**src/rtl/ser_port_pkg.sv**
```systemverilog
package ser_port_pkg;
  typedef enum logic {MODE_MASTER = 1'b0, MODE_SLAVE = 1'b1} port_mode_e;

  function automatic int unsigned half_cycles(int unsigned base, int unsigned div_log);
    return base << div_log;
  endfunction
endpackage

```
**src/rtl/ser_edge_sync.sv**
```systemverilog
module ser_edge_sync #(
  parameter int STAGES = 2
) (
  input  logic clk_i,
  input  logic rst_ni,
  input  logic async_i,
  input  logic inv_i,
  output logic act_edge_o
);
  logic [STAGES-1:0] pipe_q;
  logic lvl, lvl_q;

  always_ff @(posedge clk_i or negedge rst_ni) begin
    if (!rst_ni) pipe_q <= '0;
    else         pipe_q <= {pipe_q[STAGES-2:0], async_i};
  end

  assign lvl = pipe_q[STAGES-1] ^ inv_i;

  // reset high so no edge is seen before a real rise
  always_ff @(posedge clk_i or negedge rst_ni) begin
    if (!rst_ni) lvl_q <= 1'b1;
    else         lvl_q <= lvl;
  end

  assign act_edge_o = lvl & ~lvl_q;

  a_r4_edge_single: assert property (@(posedge clk_i) disable iff (!rst_ni)
    act_edge_o |=> !act_edge_o);
endmodule

```
**src/rtl/ser_mclk_gen.sv**
```systemverilog
module ser_mclk_gen #(
  parameter int DIV_W     = 2,
  parameter int BASE_HALF = 2
) (
  input  logic             clk_i,
  input  logic             rst_ni,
  input  logic             clr_i,
  input  logic             run_i,
  input  logic [DIV_W-1:0] div_i,
  output logic             sclk_o,
  output logic             fall_o
);
  localparam int MAX_HALF = BASE_HALF << ((1 << DIV_W) - 1);
  localparam int HCNT_W   = (MAX_HALF > 1) ? $clog2(MAX_HALF) : 1;

  logic [HCNT_W-1:0] cnt_q, last_cnt;
  logic raw_q;

  always_comb
    last_cnt = HCNT_W'(ser_port_pkg::half_cycles(BASE_HALF, 32'(div_i)) - 1);

  always_ff @(posedge clk_i or negedge rst_ni) begin
    if (!rst_ni) begin
      cnt_q <= '0;
      raw_q <= 1'b0;
    end else if (clr_i || !run_i) begin
      cnt_q <= '0;
      raw_q <= 1'b0;
    end else if (cnt_q == last_cnt) begin
      cnt_q <= '0;
      raw_q <= ~raw_q;
    end else begin
      cnt_q <= cnt_q + 1'b1;
    end
  end

  assign sclk_o = raw_q;
  assign fall_o = run_i && !clr_i && raw_q && (cnt_q == last_cnt);

  a_r5_rise_needs_run: assert property (@(posedge clk_i) disable iff (!rst_ni)
    $rose(sclk_o) |-> $past(run_i));
  a_r5_phase_hold: assert property (@(posedge clk_i) disable iff (!rst_ni)
    (run_i && !clr_i && cnt_q != last_cnt) |=> $stable(sclk_o));
endmodule

```
**src/rtl/ser_shift_core.sv**
```systemverilog
module ser_shift_core #(
  parameter int W = 16
) (
  input  logic                       clk_i,
  input  logic                       rst_ni,
  input  logic                       load_i,
  input  logic [W-1:0]               data_i,
  input  logic                       shift_i,
  input  logic                       shift_in_i,
  output logic                       msb_o,
  output logic [$clog2(W+1)-1:0]     count_o
);
  localparam int CNT_W = $clog2(W + 1);

  logic [W-1:0]     sr_q;
  logic [CNT_W-1:0] cnt_q;

  always_ff @(posedge clk_i or negedge rst_ni) begin
    if (!rst_ni) begin
      sr_q  <= '0;
      cnt_q <= '0;
    end else if (load_i) begin
      sr_q  <= data_i;
      cnt_q <= '0;
    end else if (shift_i) begin
      sr_q  <= {sr_q[W-2:0], shift_in_i};
      if (cnt_q != CNT_W'(W)) cnt_q <= cnt_q + 1'b1;
    end
  end

  assign msb_o   = sr_q[W-1];
  assign count_o = cnt_q;

  a_r1_load_msb: assert property (@(posedge clk_i) disable iff (!rst_ni)
    load_i |=> (msb_o == $past(data_i[W-1])));
  a_r9_count_range: assert property (@(posedge clk_i) disable iff (!rst_ni)
    count_o <= CNT_W'(W));
endmodule

```
**src/rtl/ser_result_port.sv**
```systemverilog
module ser_result_port #(
  parameter int RES_W       = 16,
  parameter int DIV_W       = 2,
  parameter int BASE_HALF   = 2,
  parameter int SYNC_STAGES = 2
) (
  input  logic             clk_i,
  input  logic             rst_ni,
  input  logic [RES_W-1:0] result_i,
  input  logic             eoc_i,
  input  logic             conv_start_i,
  input  logic             slave_sel_i,
  input  logic             rd_during_i,
  input  logic             inv_sync_i,
  input  logic             inv_clk_i,
  input  logic [DIV_W-1:0] div_sel_i,
  input  logic             cs_ni,
  input  logic             ext_sclk_i,
  input  logic             daisy_i,
  output logic             sdata_o,
  output logic             sclk_o,
  output logic             sync_o,
  output logic             rd_err_o,
  output logic             out_en_o
);
  import ser_port_pkg::*;
  localparam int CNT_W = $clog2(RES_W + 1);

  port_mode_e       mode;
  logic             is_master;
  logic [RES_W-1:0] hold_q, load_data;
  logic             m_busy_q, m_start, m_fall, m_sclk;
  logic             core_load, core_shift, core_in, core_msb;
  logic [CNT_W-1:0] core_cnt;
  logic             ext_act, rd_err_q, cs_live;
  logic [DIV_W-1:0] div_eff;
  logic [SYNC_STAGES-1:0] cs_pipe_q;

  assign mode      = port_mode_e'(slave_sel_i);
  assign is_master = (mode == MODE_MASTER);

  always_ff @(posedge clk_i or negedge rst_ni) begin
    if (!rst_ni) cs_pipe_q <= '1;
    else         cs_pipe_q <= {cs_pipe_q[SYNC_STAGES-2:0], cs_ni};
  end
  assign cs_live = ~cs_pipe_q[SYNC_STAGES-1];

  ser_edge_sync #(.STAGES(SYNC_STAGES)) u_ext_sync (
    .clk_i      (clk_i),
    .rst_ni     (rst_ni),
    .async_i    (ext_sclk_i),
    .inv_i      (inv_clk_i),
    .act_edge_o (ext_act)
  );

  always_comb begin
    m_start    = is_master && (rd_during_i ? conv_start_i : eoc_i);
    core_load  = is_master ? m_start : eoc_i;
    load_data  = (is_master && rd_during_i) ? hold_q : result_i;
    core_shift = is_master ? m_fall : (ext_act && cs_live);
    core_in    = is_master ? 1'b0 : daisy_i;
    div_eff    = rd_during_i ? '0 : div_sel_i;
  end

  ser_mclk_gen #(.DIV_W(DIV_W), .BASE_HALF(BASE_HALF)) u_mclk (
    .clk_i  (clk_i),
    .rst_ni (rst_ni),
    .clr_i  (m_start),
    .run_i  (m_busy_q),
    .div_i  (div_eff),
    .sclk_o (m_sclk),
    .fall_o (m_fall)
  );

  ser_shift_core #(.W(RES_W)) u_core (
    .clk_i      (clk_i),
    .rst_ni     (rst_ni),
    .load_i     (core_load),
    .data_i     (load_data),
    .shift_i    (core_shift),
    .shift_in_i (core_in),
    .msb_o      (core_msb),
    .count_o    (core_cnt)
  );

  always_ff @(posedge clk_i or negedge rst_ni) begin
    if (!rst_ni) begin
      hold_q   <= '0;
      m_busy_q <= 1'b0;
      rd_err_q <= 1'b0;
    end else begin
      if (eoc_i) hold_q <= result_i;
      if (!is_master)                                     m_busy_q <= 1'b0;
      else if (m_start)                                   m_busy_q <= 1'b1;
      else if (m_fall && core_cnt == CNT_W'(RES_W - 1))   m_busy_q <= 1'b0;
      // a partial slave read overrun by a new result
      rd_err_q <= !is_master && eoc_i && core_cnt != '0 && core_cnt != CNT_W'(RES_W);
    end
  end

  assign out_en_o = ~cs_ni;
  assign sdata_o  = cs_ni ? 1'b0 : core_msb;
  assign sclk_o   = (cs_ni || !is_master) ? inv_clk_i : (m_sclk ^ inv_clk_i);
  assign sync_o   = (cs_ni || !is_master) ? inv_sync_i : (m_busy_q ^ inv_sync_i);
  assign rd_err_o = rd_err_q;

  a_r9_err_one_cycle: assert property (@(posedge clk_i) disable iff (!rst_ni)
    rd_err_o |=> !rd_err_o);
  a_r9_err_cause: assert property (@(posedge clk_i) disable iff (!rst_ni)
    rd_err_o |-> $past(slave_sel_i && eoc_i));
  a_r3_sync_in_frame: assert property (@(posedge clk_i) disable iff (!rst_ni)
    (is_master && !cs_ni && m_fall) |-> (sync_o != inv_sync_i));
  a_r4_master_idle_clk: assert property (@(posedge clk_i) disable iff (!rst_ni)
    (is_master && !m_busy_q) |=> (sclk_o == inv_clk_i) || $past(m_start) || !is_master);
endmodule

```
**config.mk**
```make
export PLATFORM = sky130hd
export DESIGN_NAME = ser_result_port
export DESIGN_NICKNAME = d
export VERILOG_FILES = /design/src/rtl/ser_port_pkg.sv /design/src/rtl/ser_edge_sync.sv /design/src/rtl/ser_mclk_gen.sv /design/src/rtl/ser_shift_core.sv /design/src/rtl/ser_result_port.sv
export SDC_FILE = /design/constraint.sdc
export NUM_CORES = 1
export LEC_CHECK = 0
export BUFFER_PORTS_ARGS = -buffer_cell sky130_fd_sc_hd__buf_2
export CAP_MARGIN = 15
export CELL_PAD_IN_SITES_DETAIL_PLACEMENT = 0
export CELL_PAD_IN_SITES_GLOBAL_PLACEMENT = 1
export CORE_MARGIN = 4
export CORE_UTILIZATION = 45
export CTS_CLUSTER_SIZE = 10
export DETAILED_ROUTE_END_ITERATION = 10
export GPL_ROUTABILITY_DRIVEN = 0
export PLACE_DENSITY_LB_ADDON = 0.2
export SYNTH_ARGS = -nofsm -noshare
export SYNTH_HDL_FRONTEND = slang
export SYNTH_HIERARCHICAL = 1
export SYNTH_SLANG_ARGS = --single-unit
```
**constraint.sdc**
```tcl
create_clock -name clk_i -period 3.5 [get_ports clk_i]
set_input_delay 0.7 -clock clk_i [delete_from_list [all_inputs] [get_ports clk_i]]
set_output_delay 0.7 -clock clk_i [all_outputs]
set_load 0.05 [all_outputs]
```
==> summary.md <==
| Metric | Value |
|---|---|
| Layout cells sized above 1 | 0.352 |
| Crit-path slowest cell | buf_4 |
| Area Overhead vs Synth | 13.4% |
| ANT nets after route | 0 |
| Setup Buffers After CTS | 0 |
| H-tree levels | 2 |
| Die Y | ~80 µm |
| Startpoint types | input pin |
| Slew @ Worst Pin | ~0.49 ns |
| Part of the power in registers | 0.525 |
| Seq/Total Area, Yosys | 0.497 |
| Core region area | 5200 µm² |
| DP Cell Count | around 300 |
| Top post-synthesis cells by area | dfrtp_1 47%, mux2_2 10%, mux2i_1 7.7% |
| Post-synthesis cell area | 2470 µm² |
| Status | complete, no violations |
| Final setup viols | 0 |
| Ys flop type | dfrtp_1 |
| CP Capture Type | register |
| Initial antenna violation count | 0 |
| Die area | slightly below 7000 µm² |
| Number of detailed-routing iterations run before antenna repair | 4 |
| CTS root buf | clkbuf_8 |
| Max FO, Critical Path | 19 |
| Switching share of power | 0.253 |
| Yosys reg bits | between 40 and 50 |
| Synth top cells by count | 46 x dfrtp_1, 23 x nand2_1, 22 x mux2_2 |
| WL final | between 4 and 5 mm |
| Arr. time, crit path | between 2 and 3 ns |
| Vias | about 1600 |
| Number of max-cap violations | 0 |
| Fin. Hold Viols | 0 |
| Diode count | 0 |
| Unrepaired setup endpoints after global routing | false |
| Rows | 26 |
| HPWL after DPL | about 2.8 mm |
| Tightest Hold Check Type | input pin to async pin |
| Pwr dens | 447 nW/µm² |
| Final Util | 0.539 |
| Routed vias/inst | approximately 5 |
| YS warnings | 6 |
| Achievable Freq | 0.390 GHz |
| Buf/Inv on CP | 3 |
| Most frequent cell after synthesis | dfrtp_1 |
| Starting Density | 0.475 |
| WL/cell | about 13 µm |
| Max incr delay on CP | roughly 0.32 ns |
| Dominant cell type by area after synthesis | dfrtp_1 |
| Syn Nets | 242 |
| Crit Path Category | input pin to register |
| Drt drc | 0 |
| Chip Width | about 82 µm |
| Post-synth EDFFs | 0 |
| Overall routing resource usage | 0.142 |
| Worst-Skew Late Latency | around 0.3 ns |
| Net count reported at finish | roughly 280 |
| Post-CTS sizing | 0 |
| Non-filler cells, final | 314 |
| Setup TNS | 0 ns |
| Combinational fraction of design power | 0.159 |
| CTS clk-pin slew, worst paths | 0.09 ns |
| CTS hold repair buffers | 0 |
| Post-Syn Instances | 210 |
| CP dominant cell by count | nand4_1 |
| Slew Viols, Final | 0 |
| VDD IR max | 0.227 mV |
| Clk_skew | roughly 0.0070 ns |
| Synth cell types | 34 |
| Top-area cell type share of the netlist area | 0.466 |
| Worst path cell trace | buf_2 > nor2b_1 > xnor2_1 > nand4_1 > a31oi_4 > and3_1 > inv_1 > o22ai_2 > buf_4 > nand4_1 > xor2_1 > nor2_1 |
| Syn avg cell area | roughly 12 µm² |
| Sink Count | slightly below 50 |
| Clk pwr share | 0.316 |
| Io pins | 34 |
| Port Buffers | 33 |
| Total congestion overflow | 0 |
| CTS tree | done |
| Top delay family on crit path | simple AND/OR/NAND/NOR gates |
| Vias in the first global route | roughly 1600 |
| WP data required | ~3.7 ns |
| First-pass GRT wire length | 7.29 mm |
| Sw power | about 0.32 mW |
| Min Tclk post-route | about 2.6 ns |
| Largest net degree at the start of global routing | 50 |
| Period Utilization, post-route | 0.732 |
| Relative slew slack | 0.670 |
| Power, Total | roughly 1.3 mW |
| DRT iter0 DRCs | about 50 |
| Leakage power | approximately 1.3 nW |
| Worst r2r src | u_mclk/cnt_q[2] |
| Max Root-Sink Buffers | 2 |
| CP startpoint | rd_during_i |
| Pint | ~0.94 mW |
| FFs w/ async S/R, synth | 1.00 |
| Total CTS buffers | 5 |
## final cells by class
cell class | instances | area, µm²
clock buffers | 5 | 68.8
clock inverters | 2 | 38.8
fillers | 480 | 2400
inverters | 7 | 26.3
multi-input cells | 144 | 1140
flip-flops and latches | 49 | 1230
well taps | 70 | 87.6
repair buffers | 37 | 208
## logic make-up after synthesis
family / count (synthesis) / share of synthesized area
fa+ha+maj: 3 / 0.0152
compound gates: 22 / 0.0557
xor+xnor: 8 / 0.0283
flops: 49 / 0.497
mux: 52 / 0.244
buf+inv: 17 / 0.0420
simple gates: 59 / 0.117
## flip-flops by register name (all words and copies together) (netlist names)
register and flops:
hold_q 16, u_core/sr_q 16, u_core/count_o 5, u_mclk/cnt_q 4, cs_pipe_q 2, u_ext_sync/pipe_q 2
m_busy_q 1, rd_err_o 1, u_ext_sync/lvl_q 1, u_mclk/sclk_o 1
## metrics by stage
step | hold slack, ns | cell area, µm² | setup WS [ns]
2_1_floorplan | 0.331 | 2470 | 0.924
3_3_place_gp | 0.333 | 2680 | 0.710
3_5_place_dp | 0.335 | 2680 | 0.631
4_1_cts | 0.355 | 2780 | 0.935
5_1_grt | 0.344 | 2800 | 0.665
6_report | 0.331 | 2800 | 0.938
## layout by cell type (no fill, tap or decap), types with 2 or more instances in the layout
master and count:
buf_2 33, buf_4 3, clkbuf_8 5, dfrtp_1 46, dfstp_2 3, ha_1 3, inv_1 7, mux2_2 22
mux2_4 11, mux2i_1 19, nand2_1 23, nand2b_1 6, nand3_1 2, nand4_1 4, nor2_1 10, nor2b_1 4
nor3_1 2, nor3b_1 2, o21ai_0 17, xnor2_1 3, xor2_1 5
## power by group through the flow
| stage | registers (mW) | clock network [mW] | logic (mW) |
|---|---|---|---|
| 2_1_floorplan | 0.662 | 0 | 0.150 |
| 3_3_place_gp | 0.670 | 0 | 0.199 |
| 3_5_place_dp | 0.671 | 0 | 0.201 |
| 4_1_cts | 0.660 | 0.416 | 0.202 |
| 5_1_grt | 0.669 | 0.437 | 0.227 |
| 6_report | 0.659 | 0.396 | 0.200 |
## worst paths after layout
kind                                        end  slack (ns)  depth (start not counted)
setup / recovery              u_core/count_o[4]        0.94                         12
hold / removal                  u_mclk/cnt_q[1]        0.33                          1
setup reg to reg              u_core/count_o[4]        1.26                         10
hold reg to reg            u_ext_sync/pipe_q[1]        0.35                          0
max in group asynchronous        u_core/sr_q[5]        2.67                          2
min in group clk_i         u_ext_sync/pipe_q[1]        0.35                          0
## metal layers
metal  share of wire  wire (µm)  vias to the layer above  track usage
met5               0          0                        -            0
met4           0.017         68                        0       0.0648
met3           0.043        172                        5       0.0358
met2            0.46       1830                       27        0.215
met1            0.48       1950                      738        0.192
li1                -          -                      781            -
No activity file was read; power rests on OpenSTA's default activity.
